File: src/rtl/rtmr_pkg.sv
package rtmr_pkg;
   typedef enum logic [2:0] {
      REG_CTRL   = 3'd0,
      REG_CNT_LO = 3'd1,
      REG_CNT_HI = 3'd2,
      REG_RLD_LO = 3'd3,
      REG_RLD_HI = 3'd4
   } reg_addr_e;

   typedef enum logic [1:0] {
      EXT_DIV12 = 2'b00,
      EXT_SLOW  = 2'b01,
      EXT_NONE  = 2'b10,
      EXT_CMP   = 2'b11
   } ext_sel_e;

   typedef struct packed {
      logic     hi_flag;
      logic     lo_flag;
      logic     lo_ie;
      logic     irq_en;
      ext_sel_e ext_sel;
      logic     sys_sel;
      logic     run;
   } ctrl_t;
endpackage

File: src/rtl/rtmr_sync_edge.sv
module rtmr_sync_edge #(
   parameter int STAGES = 2
) (
   input  logic clk,
   input  logic rst_n,
   input  logic async_in,
   output logic rise
);
   if (STAGES < 2) begin : g_bad_stages
      $error("rtmr_sync_edge: STAGES must be at least 2");
   end

   // sh[STAGES-1] is the synchronized level, sh[STAGES] its previous value
   logic [STAGES:0] sh;

   always_ff @(posedge clk or negedge rst_n) begin
      if (!rst_n) sh <= '0;
      else        sh <= {sh[STAGES-1:0], async_in};
   end

   assign rise = sh[STAGES-1] & ~sh[STAGES];

   AST_RISE_SINGLE: assert property (@(posedge clk) disable iff (!rst_n)
      rise |=> !rise);
endmodule

File: src/rtl/rtmr_prescaler.sv
module rtmr_prescaler #(
   parameter int DIV = 12
) (
   input  logic clk,
   input  logic rst_n,
   input  logic en,
   output logic pulse
);
   if (DIV < 1) begin : g_bad_div
      $error("rtmr_prescaler: DIV must be at least 1");
   end

   if (DIV == 1) begin : g_pass
      assign pulse = en;
   end else begin : g_count
      localparam int CW = $clog2(DIV);
      logic [CW-1:0] cnt;

      assign pulse = en && (cnt == CW'(DIV - 1));

      always_ff @(posedge clk or negedge rst_n) begin
         if (!rst_n)   cnt <= '0;
         else if (en)  cnt <= pulse ? '0 : cnt + 1'b1;
      end

      AST_PULSE_SPACED: assert property (@(posedge clk) disable iff (!rst_n)
         pulse |=> !pulse);
   end
endmodule

File: src/rtl/reload_timer.sv
module reload_timer
   import rtmr_pkg::*;
#(
   parameter int BYTE_W      = 8,
   parameter int PRE_DIV     = 12,
   parameter int SLOW_DIV    = 8,
   parameter int SYNC_STAGES = 2
) (
   input  logic              clk,
   input  logic              rst_n,
   input  logic              slow_clk,
   input  logic              cmp_in,
   input  logic              wr_en,
   input  logic [2:0]        addr,
   input  logic [BYTE_W-1:0] wdata,
   output logic [BYTE_W-1:0] rdata,
   output logic              irq,
   output logic              ovf_pulse
);
   localparam int CNT_W = 2 * BYTE_W;

   if (BYTE_W < 8) begin : g_bad_width
      $error("reload_timer: BYTE_W must hold the 8-bit control register");
   end

   logic [CNT_W-1:0] cnt, rld;
   ctrl_t            ctrl;

   // ---------------- tick sources ----------------
   logic div12_tick, slow_rise, slow_tick, cmp_rise;

   rtmr_prescaler #(.DIV(PRE_DIV)) u_pre (
      .clk(clk), .rst_n(rst_n), .en(1'b1), .pulse(div12_tick));

   rtmr_sync_edge #(.STAGES(SYNC_STAGES)) u_slow_sync (
      .clk(clk), .rst_n(rst_n), .async_in(slow_clk), .rise(slow_rise));

   rtmr_prescaler #(.DIV(SLOW_DIV)) u_slow_div (
      .clk(clk), .rst_n(rst_n), .en(slow_rise), .pulse(slow_tick));

   rtmr_sync_edge #(.STAGES(SYNC_STAGES)) u_cmp_sync (
      .clk(clk), .rst_n(rst_n), .async_in(cmp_in), .rise(cmp_rise));

   logic ext_tick, tick;

   always_comb begin
      case (ctrl.ext_sel)
         EXT_DIV12: ext_tick = div12_tick;
         EXT_SLOW:  ext_tick = slow_tick;
         EXT_CMP:   ext_tick = cmp_rise;
         default:   ext_tick = 1'b0;
      endcase
   end

   assign tick = ctrl.run & (ctrl.sys_sel | ext_tick);

   // ---------------- register decode ----------------
   logic wr_ctrl, wr_cnt_lo, wr_cnt_hi, wr_rld_lo, wr_rld_hi, cnt_wr;
   assign wr_ctrl   = wr_en && (addr == REG_CTRL);
   assign wr_cnt_lo = wr_en && (addr == REG_CNT_LO);
   assign wr_cnt_hi = wr_en && (addr == REG_CNT_HI);
   assign wr_rld_lo = wr_en && (addr == REG_RLD_LO);
   assign wr_rld_hi = wr_en && (addr == REG_RLD_HI);
   assign cnt_wr    = wr_cnt_lo | wr_cnt_hi;

   // ---------------- counter ----------------
   logic adv, hi_set, lo_set;
   assign adv    = tick & ~cnt_wr;
   assign hi_set = adv & (&cnt);
   assign lo_set = adv & (&cnt[BYTE_W-1:0]);

   always_ff @(posedge clk or negedge rst_n) begin
      if (!rst_n) begin
         cnt <= '0;
      end else if (cnt_wr) begin
         if (wr_cnt_lo) cnt[BYTE_W-1:0]     <= wdata;
         if (wr_cnt_hi) cnt[CNT_W-1:BYTE_W] <= wdata;
      end else if (hi_set) begin
         cnt <= rld;
      end else if (adv) begin
         cnt <= cnt + 1'b1;
      end
   end

   always_ff @(posedge clk or negedge rst_n) begin
      if (!rst_n) begin
         rld <= '0;
      end else begin
         if (wr_rld_lo) rld[BYTE_W-1:0]     <= wdata;
         if (wr_rld_hi) rld[CNT_W-1:BYTE_W] <= wdata;
      end
   end

   // ---------------- control and flags ----------------
   always_ff @(posedge clk or negedge rst_n) begin
      if (!rst_n) begin
         ctrl      <= '0;
         ovf_pulse <= 1'b0;
      end else begin
         if (wr_ctrl) ctrl <= ctrl_t'(wdata[7:0]);
         if (hi_set)  ctrl.hi_flag <= 1'b1;
         if (lo_set)  ctrl.lo_flag <= 1'b1;
         ovf_pulse <= hi_set;
      end
   end

   assign irq = ctrl.irq_en & (ctrl.hi_flag | (ctrl.lo_ie & ctrl.lo_flag));

   always_comb begin
      case (addr)
         REG_CTRL:   rdata = BYTE_W'(ctrl);
         REG_CNT_LO: rdata = cnt[BYTE_W-1:0];
         REG_CNT_HI: rdata = cnt[CNT_W-1:BYTE_W];
         REG_RLD_LO: rdata = rld[BYTE_W-1:0];
         REG_RLD_HI: rdata = rld[CNT_W-1:BYTE_W];
         default:    rdata = '0;
      endcase
   end

   // ---------------- assertions ----------------
   AST_RELOAD_LOAD: assert property (@(posedge clk) disable iff (!rst_n)
      (tick && !cnt_wr && (&cnt)) |=> (cnt == $past(rld)));
   AST_HOLD_STOPPED: assert property (@(posedge clk) disable iff (!rst_n)
      (!ctrl.run && !cnt_wr) |=> $stable(cnt));
   AST_OVF_PULSE: assert property (@(posedge clk) disable iff (!rst_n)
      ovf_pulse |-> ctrl.hi_flag);
   AST_FLAG_WINS: assert property (@(posedge clk) disable iff (!rst_n)
      (wr_ctrl && !wdata[7] && tick && !cnt_wr && (&cnt)) |=> ctrl.hi_flag);
   AST_WRITE_BEATS_TICK: assert property (@(posedge clk) disable iff (!rst_n)
      wr_cnt_lo |=> (cnt[BYTE_W-1:0] == $past(wdata)));
   AST_IRQ_NEEDS_EN: assert property (@(posedge clk) disable iff (!rst_n)
      irq |-> (ctrl.irq_en && (ctrl.hi_flag || ctrl.lo_flag)));
endmodule

File: config.mk
export PLATFORM = sky130hd
export DESIGN_NAME = reload_timer
export DESIGN_NICKNAME = d
export VERILOG_FILES = /design/src/rtl/rtmr_pkg.sv /design/src/rtl/rtmr_sync_edge.sv /design/src/rtl/rtmr_prescaler.sv /design/src/rtl/reload_timer.sv
export SDC_FILE = /design/constraint.sdc
export NUM_CORES = 1
export LEC_CHECK = 0
export ABC_AREA = 1
export BUFFER_PORTS_ARGS = -buffer_cell sky130_fd_sc_hd__buf_4
export CAP_MARGIN = 10
export CORE_AREA = 2 2 84 86
export CTS_CLUSTER_DIAMETER = 60
export DETAILED_ROUTE_END_ITERATION = 8
export DIE_AREA = 0 0 86 88
export PLACE_DENSITY = 0.71
export SLEW_MARGIN = 40
export SYNTH_ARGS = -nofsm -noshare
export SYNTH_HDL_FRONTEND = slang
export SYNTH_SLANG_ARGS = --single-unit
File: constraint.sdc
create_clock -name clk -period 4.52 [get_ports clk]
set_input_delay 0.678 -clock clk [delete_from_list [all_inputs] [get_ports clk]]
set_output_delay 0.678 -clock clk [all_outputs]
set_load 0.005 [all_outputs]
==> results.yml, run 1 <==
drt:
  drtIter0Drc: 301
  wl_per_cell_um: 16.7
  drcViolationCount: 0
  wirelength_um: 8540
  viasPerCell: 5.81
  firstDrtPassIters: 5
  antenna_violating_nets_post_route: 0
  num_vias: 2969
clocking:
  cts-root-buf: "clkbuf_8"
  clk_pin_slew_ps: 100
  cts_htree_levels: 2
  clockBufferDepth: 2
  cts-resized-gates: 0
  cts_tree: "built"
  clock_latency_ps: 310
  cts_buffers: 5
  post_cts_buffers: 0
  cts-hold-fix-buffers: 0
  cts_sinks: 54
timing:
  fin_ws_ps: 1850
  worst_slew_pin_slew_ps: 776
  finClkSkew_ps: 5.48
  fin_crit_ps: 2670
  post-route-period-util: 0.591
  relSlewSlack: 0.480
  max_freq_mhz: 374
  fin_tns_setup_ps: 0
  drv_slew: 0
  finalHoldViolCount: 0
  rsz0062_at_grt: "no"
  setup_viol: 0
power_and_ir_drop:
  p_per_area_nw_per_um2: 507
  p_clk_frac: 0.185
  power_switching_w: 0.000746
  ir_drop_mv: 0.214
  switching_share: 0.418
  p_leak_nw: 1.80
  pwr-share-seq: 0.437
  p_int_w: 0.00104
  power_frac_comb: 0.378
setup_path:
  r2r_start: "u_slow_div.g_count.cnt[0]"
  worstPathRequired_ps: 3840
  cpMaxStageDelayCell: "nor3_2"
  path_cells: "buf_4, inv_1, nor3_2, nand2_1, nand2_1, a221oi_1, nand2_1, buf_4"
  reg2reg_depth: 10
  critPathMaxFanout: 9
  r2r_slack_ps: 1890
  crit_arrival_ps: 1990
  rr_endpoint: "cnt[3]"
  endpoint_kind: "primary output"
  crit_path_frequent_cell: "nand2_1"
  critical_path_class: "input port to primary output"
  crit_path_start_kind: "input port"
  critPathMaxStageDelay_ps: 640
logic_synthesis:
  synth_fp_nets: 430
  yosys_warnings: 0
  synth_top_family_by_area: "simple AND/OR/NAND/NOR gates"
  synth_edf_count: 0
  synth_compound_gate_area_share: 0.149
  synthCells: 410
  yosys.area.top_type: "dfrtp_1"
  synth-xor-area-share: 0.0328
  synth_area_per_cell_um2: 7.82
  synthAdderAreaFrac: 0.0156
  ys_types: 35
  synth_top_flop_cell: "dfrtp_1"
  synth_top_area_share: 0.422
  async_flop_share: 1.00
  synthTopCellsByArea: "dfrtp_1 42%, nand2_1 14%, a22oi_1 4.9%"
  syn-cell-area_um2: 3200
  muxShareOfSynthArea: 0.00351
  yosysMostFrequentCell: "nand2_1"
  synthSimpleGateAreaFrac: 0.305
  yosysSeqAreaShare: 0.422
  netlist_top_cells_count: "122 x nand2_1, 54 x dfrtp_1, 37 x nor2_1, 35 x inv_1, 28 x o21ai_0"
  ys_ff_latch: 54
global_route:
  track_usage: 0.241
  overflow: 0
  antenna_found_initial: 0
  grt_first_pass_wirelength_um: 14100
  grt_max_degree: 55
  grt_pass1_vias: 2752
hold_path:
  hold_end: "u_slow_sync.sh[1]"
  min_path_cells: 0
  hp-start: "u_slow_sync.sh[0]"
  hold_class: "flop to flop"
floorplanning:
  io_pins: 26
  die_w_um: 86
  coreArea_um2: 6640
  die_height_um: 88
  die_area_um2: 7570
  rows: 30
  initial_core_util: 0.482
placement:
  pre_cts_ws_ps: 1920
  dpl.hpwl_um: 5850
  gp_congestion: 0.899
  port_buffers: 25
  dp.cells: 503
  post_dp_cell_area_um2: 3410
cells_and_area:
  fillCellCount: 623
  syn2layout_area_growth_pct: 9.92
  multi_input_area_um2: 1630
  final_cells: 511
  n_antenna_cell: 0
  final_layout_size_suffix_gt1_frac: 0.132
  layout.nets: 450
  regArea_um2: 1350
  final_area_um2: 3520
flow_run:
  cap_violations: 0
outcome:
  status: "finished clean"
placed cells by master (no fill, tap or decap), types with 2 or more instances in the layout:
master     instances
a21oi_1           14
a21oi_2            6
a221oi_1           2
a22oi_1           21
buf_4             25
clkbuf_8           5
dfrtp_1           54
ha_1               4
inv_1             35
inv_2              2
nand2_1          122
nand2_2            3
nand2_4            3
nand3_1           16
nand4_1           18
nor2_1            37
nor3_1             3
nor3_2             3
o2111ai_1          2
o21ai_0           28
o21ai_1            3
xnor2_1            6
xor2_1             6
sequential cells by signal (all words and copies together) (netlist names):
| name | flops |
|---|---|
| u_cmp_sync.sh | 3 |
| u_slow_div.g_count.cnt | 3 |
| cnt | 16 |
| ovf_pulse | 1 |
| u_pre.g_count.cnt | 4 |
| u_slow_sync.sh | 3 |
| rld | 16 |
| ctrl | 8 |
logic make-up (layout without fill, tap and decap cells):
family / Yosys count / in the layout
adder cells (fa/ha/maj): 4 / 4
flip-flops: 54 / 54
buffers and inverters: 50 / 71
multiplexers: 1 / 1
AO/OA/AOI/OAI: 77 / 77
XOR/XNOR: 12 / 12
AND/OR/NAND/NOR: 212 / 212
worst max-delay path by stage:
stage	slack (ps)	from	to	cells past startpoint
floorplan	2350	addr[1]	rdata[6]	5
global placement	1700	addr[1]	rdata[3]	5
detailed placement	1920	addr[0]	rdata[1]	8
CTS	1900	addr[0]	rdata[1]	8
global route	1770	addr[0]	rdata[1]	8
finish	1850	addr[0]	rdata[1]	8
routing by layer:
metal	part of all wire	global-route usage	vias up
li1	-	-	1406
met1	0.45	0.362	1393
met2	0.45	0.347	153
met3	0.081	0.0358	17
met4	0.024	0.102	0
met5	0	0	-
power by group through the flow:
stage	clock network, W	registers [W]	logic [W]
6_report	0.000331	0.000781	0.000674
5_1_grt	0.000353	0.000796	0.000766
4_1_cts	0.000334	0.000773	0.000667
3_5_place_dp	0	0.000782	0.000662
3_3_place_gp	0	0.000779	0.000650
2_1_floorplan	0	0.000711	0.000542
per-stage QoR:
step                      hold WS (ps)  total power, W   util
after global placement             333         0.00143  0.512
after floorplan                    331         0.00125      -
after detailed placement           336         0.00144  0.514
after CTS                          359         0.00177  0.530
after global routing               370         0.00192  0.530
final                              357         0.00178  0.530
critical path: cells and delay by family:
kind,cells,cell delay (ps)
simple gates,4,980
buf+inv,3,300
compound gates,1,50
final cells by class:
cell class,instances,area share
multi-input cells,306,0.463
flip-flops and latches,54,0.384
repair buffers,25,0.0533
inverters,38,0.0405
well taps,80,0.0284
clock buffers,6,0.0206
clock inverters,2,0.0107
(Power assumes the default switching activity.)
==> run 2: changes to the inputs <==
Settings changed: ABC_AREA 1 to 0, CORE_AREA 2 2 84 86 to 2 2 81 83, DIE_AREA 0 0 86 88 to 0 0 83 85, PLACE_DENSITY 0.71 to 0.73.
Clock period 4.52 ns to 2.8 ns, I/O delays scaled along.
==> results.yml, run 2 <==
outcome:
  status: "finished clean"
floorplanning:
  io_pins: 26
  coreArea_um2: 6200
  die_height_um: 85
  rows: 29
  initial_core_util: 0.488
  die_area_um2: 7060
  die_w_um: 83
setup_path:
  reg2reg_depth: 8
  crit_path_start_kind: "flop"
  crit_arrival_ps: 2750
  r2r_start: "u_slow_div.g_count.cnt[0]"
  rr_endpoint: "cnt[12]"
  r2r_slack_ps: 250
  endpoint_kind: "flop"
  critPathMaxFanout: 16
  worstPathRequired_ps: 3000
  critical_path_class: "flop to flop"
logic_synthesis:
  netlist_top_cells_count: "54 x dfrtp_1, 34 x nor2_1, 28 x nand2_1, 25 x mux2_2, 20 x a21oi_1"
  synth_fp_nets: 321
  yosys_warnings: 0
  synth_top_area_share: 0.446
  synth_top_flop_cell: "dfrtp_1"
  synth_top_family_by_area: "simple AND/OR/NAND/NOR gates"
  synthSimpleGateAreaFrac: 0.179
  synth_edf_count: 0
  yosys.area.top_type: "dfrtp_1"
  synthCells: 301
  yosysMostFrequentCell: "dfrtp_1"
  muxShareOfSynthArea: 0.149
  synthTopCellsByArea: "dfrtp_1 45%, mux2_2 9.3%, mux2i_1 5.6%"
  syn-cell-area_um2: 3030
  ys_ff_latch: 54
  synthAdderAreaFrac: 0.0165
  yosysSeqAreaShare: 0.446
  synth_area_per_cell_um2: 10.1
  ys_types: 55
  async_flop_share: 1.00
  synth_compound_gate_area_share: 0.149
  synth-xor-area-share: 0.0347
power_and_ir_drop:
  p_per_area_nw_per_um2: 788
  p_leak_nw: 1.46
  finalPower_w: 0.00270
  ir_drop_mv: 0.290
global_route:
  grt_pass1_vias: 2431
  grt_first_pass_wirelength_um: 12100
  grt_max_degree: 55
  antenna_found_initial: 0
  overflow: 0
  track_usage: 0.214
timing:
  max_freq_mhz: 392
  finalHoldViolCount: 0
  setup_viol: 0
  fin_crit_ps: 2550
  post-route-period-util: 0.911
  worst_slew_pin_slew_ps: 690
  rsz0062_at_grt: "no"
  drv_slew: 0
  fin_tns_setup_ps: 0
  finClkSkew_ps: 5.34
  relSlewSlack: 0.540
cells_and_area:
  n_antenna_cell: 0
  largestRegisters: "cnt (16), rld (16), ctrl (8)"
  final_layout_size_suffix_gt1_frac: 0.237
  final_cell_mix: "54 x dfrtp_1, 34 x nor2_1, 30 x buf_4"
  syn2layout_area_growth_pct: 12.9
  layout.nets: 344
  final_cells: 402
  mostFrequentLayoutCell: "dfrtp_1"
clocking:
  clockBufferDepth: 2
  clock_latency_ps: 310
  cts-resized-gates: 0
  clk_pin_slew_ps: 100
  post_cts_buffers: 0
  cts-hold-fix-buffers: 0
  cts_buffers: 5
  cts-root-buf: "clkbuf_8"
  cts_tree: "built"
  cts_sinks: 54
  cts_htree_levels: 2
hold_path:
  hold_class: "input port to asynchronous set/reset pin"
drt:
  wirelength_um: 7290
  viasPerCell: 5.94
  antenna_violating_nets_post_route: 0
  drcViolationCount: 0
  wl_per_cell_um: 18.1
  num_vias: 2388
  firstDrtPassIters: 4
  drtIter0Drc: 180
placement:
  gp_congestion: 0.891
  port_buffers: 25
  dp.cells: 394
  dpl.hpwl_um: 5150
flow_run:
  cap_violations: 0
-- run 2: per-stage QoR --
stage	hold slack, ps	setup slack [ps]	instance area, µm²	util
floorplan	124	584	3030	-
global placement	333	393	3280	0.529
detailed placement	336	271	3280	0.529
CTS	171	254	3420	0.552
global route	194	118	3420	0.552
finish	142	248	3420	0.552
-- run 2: how the worst max path moves through the flow --
| stage | startpoint | endpoint | slack [ps] |
|---|---|---|---|
| floorplan | u_slow_div.g_count.cnt[0] | cnt[15] | 580 |
| global placement | u_slow_div.g_count.cnt[0] | cnt[9] | 390 |
| detailed placement | u_slow_div.g_count.cnt[0] | cnt[12] | 270 |
| CTS | u_slow_div.g_count.cnt[0] | cnt[12] | 250 |
| global route | u_slow_div.g_count.cnt[0] | cnt[12] | 120 |
| finish | u_slow_div.g_count.cnt[0] | cnt[12] | 250 |
-- run 2: final cells by class --
| type | instances | area [µm²] |
|---|---|---|
| repair buffers | 30 | 225 |
| clock inverters | 2 | 60.1 |
| well taps | 77 | 96.3 |
| multi-input cells | 232 | 1600 |
| inverters | 1 | 3.75 |
| fillers | 546 | 2780 |
| clock buffers | 6 | 82.6 |
| flip-flops and latches | 54 | 1350 |
-- run 2: critical path: stages, from the launching register on --
cell and delay (ps):
dfrtp_1 410, ha_1 210, ha_1 210, nor4bb_1 140, o21ai_0 540, o211ai_1 170, nand2_1 450, nor2_1 110
o22a_1 190
-- run 2: layer usage --
metal	up-vias	GRT usage	routed length (µm)
li1	1139	-	-
met1	1189	0.284	3350
met2	46	0.370	3540
met3	14	0.0204	256
met4	0	0.0775	142
met5	-	0	0
-- run 2: cells by family (layout without fill, tap and decap cells) --
| group | after synthesis | in the layout |
|---|---|---|
| DFF | 54 | 54 |
| xor gates and xnor gates | 12 | 12 |
| and+or+nand+nor | 107 | 107 |
| buffers and inverters | 15 | 39 |
| muxes | 42 | 42 |
| adders and majority gates | 4 | 4 |
| AOI/OAI and AO/OA | 67 | 67 |
-- run 2: power breakdown --
group / switching, W / leakage [nW] / total, W / internal, W
registers: 0.000257 / 0.648 / 0.00124 / 0.000981
clock network: 0.000257 / 0.0714 / 0.000639 / 0.000381
logic: 0.000395 / 0.745 / 0.000820 / 0.000424
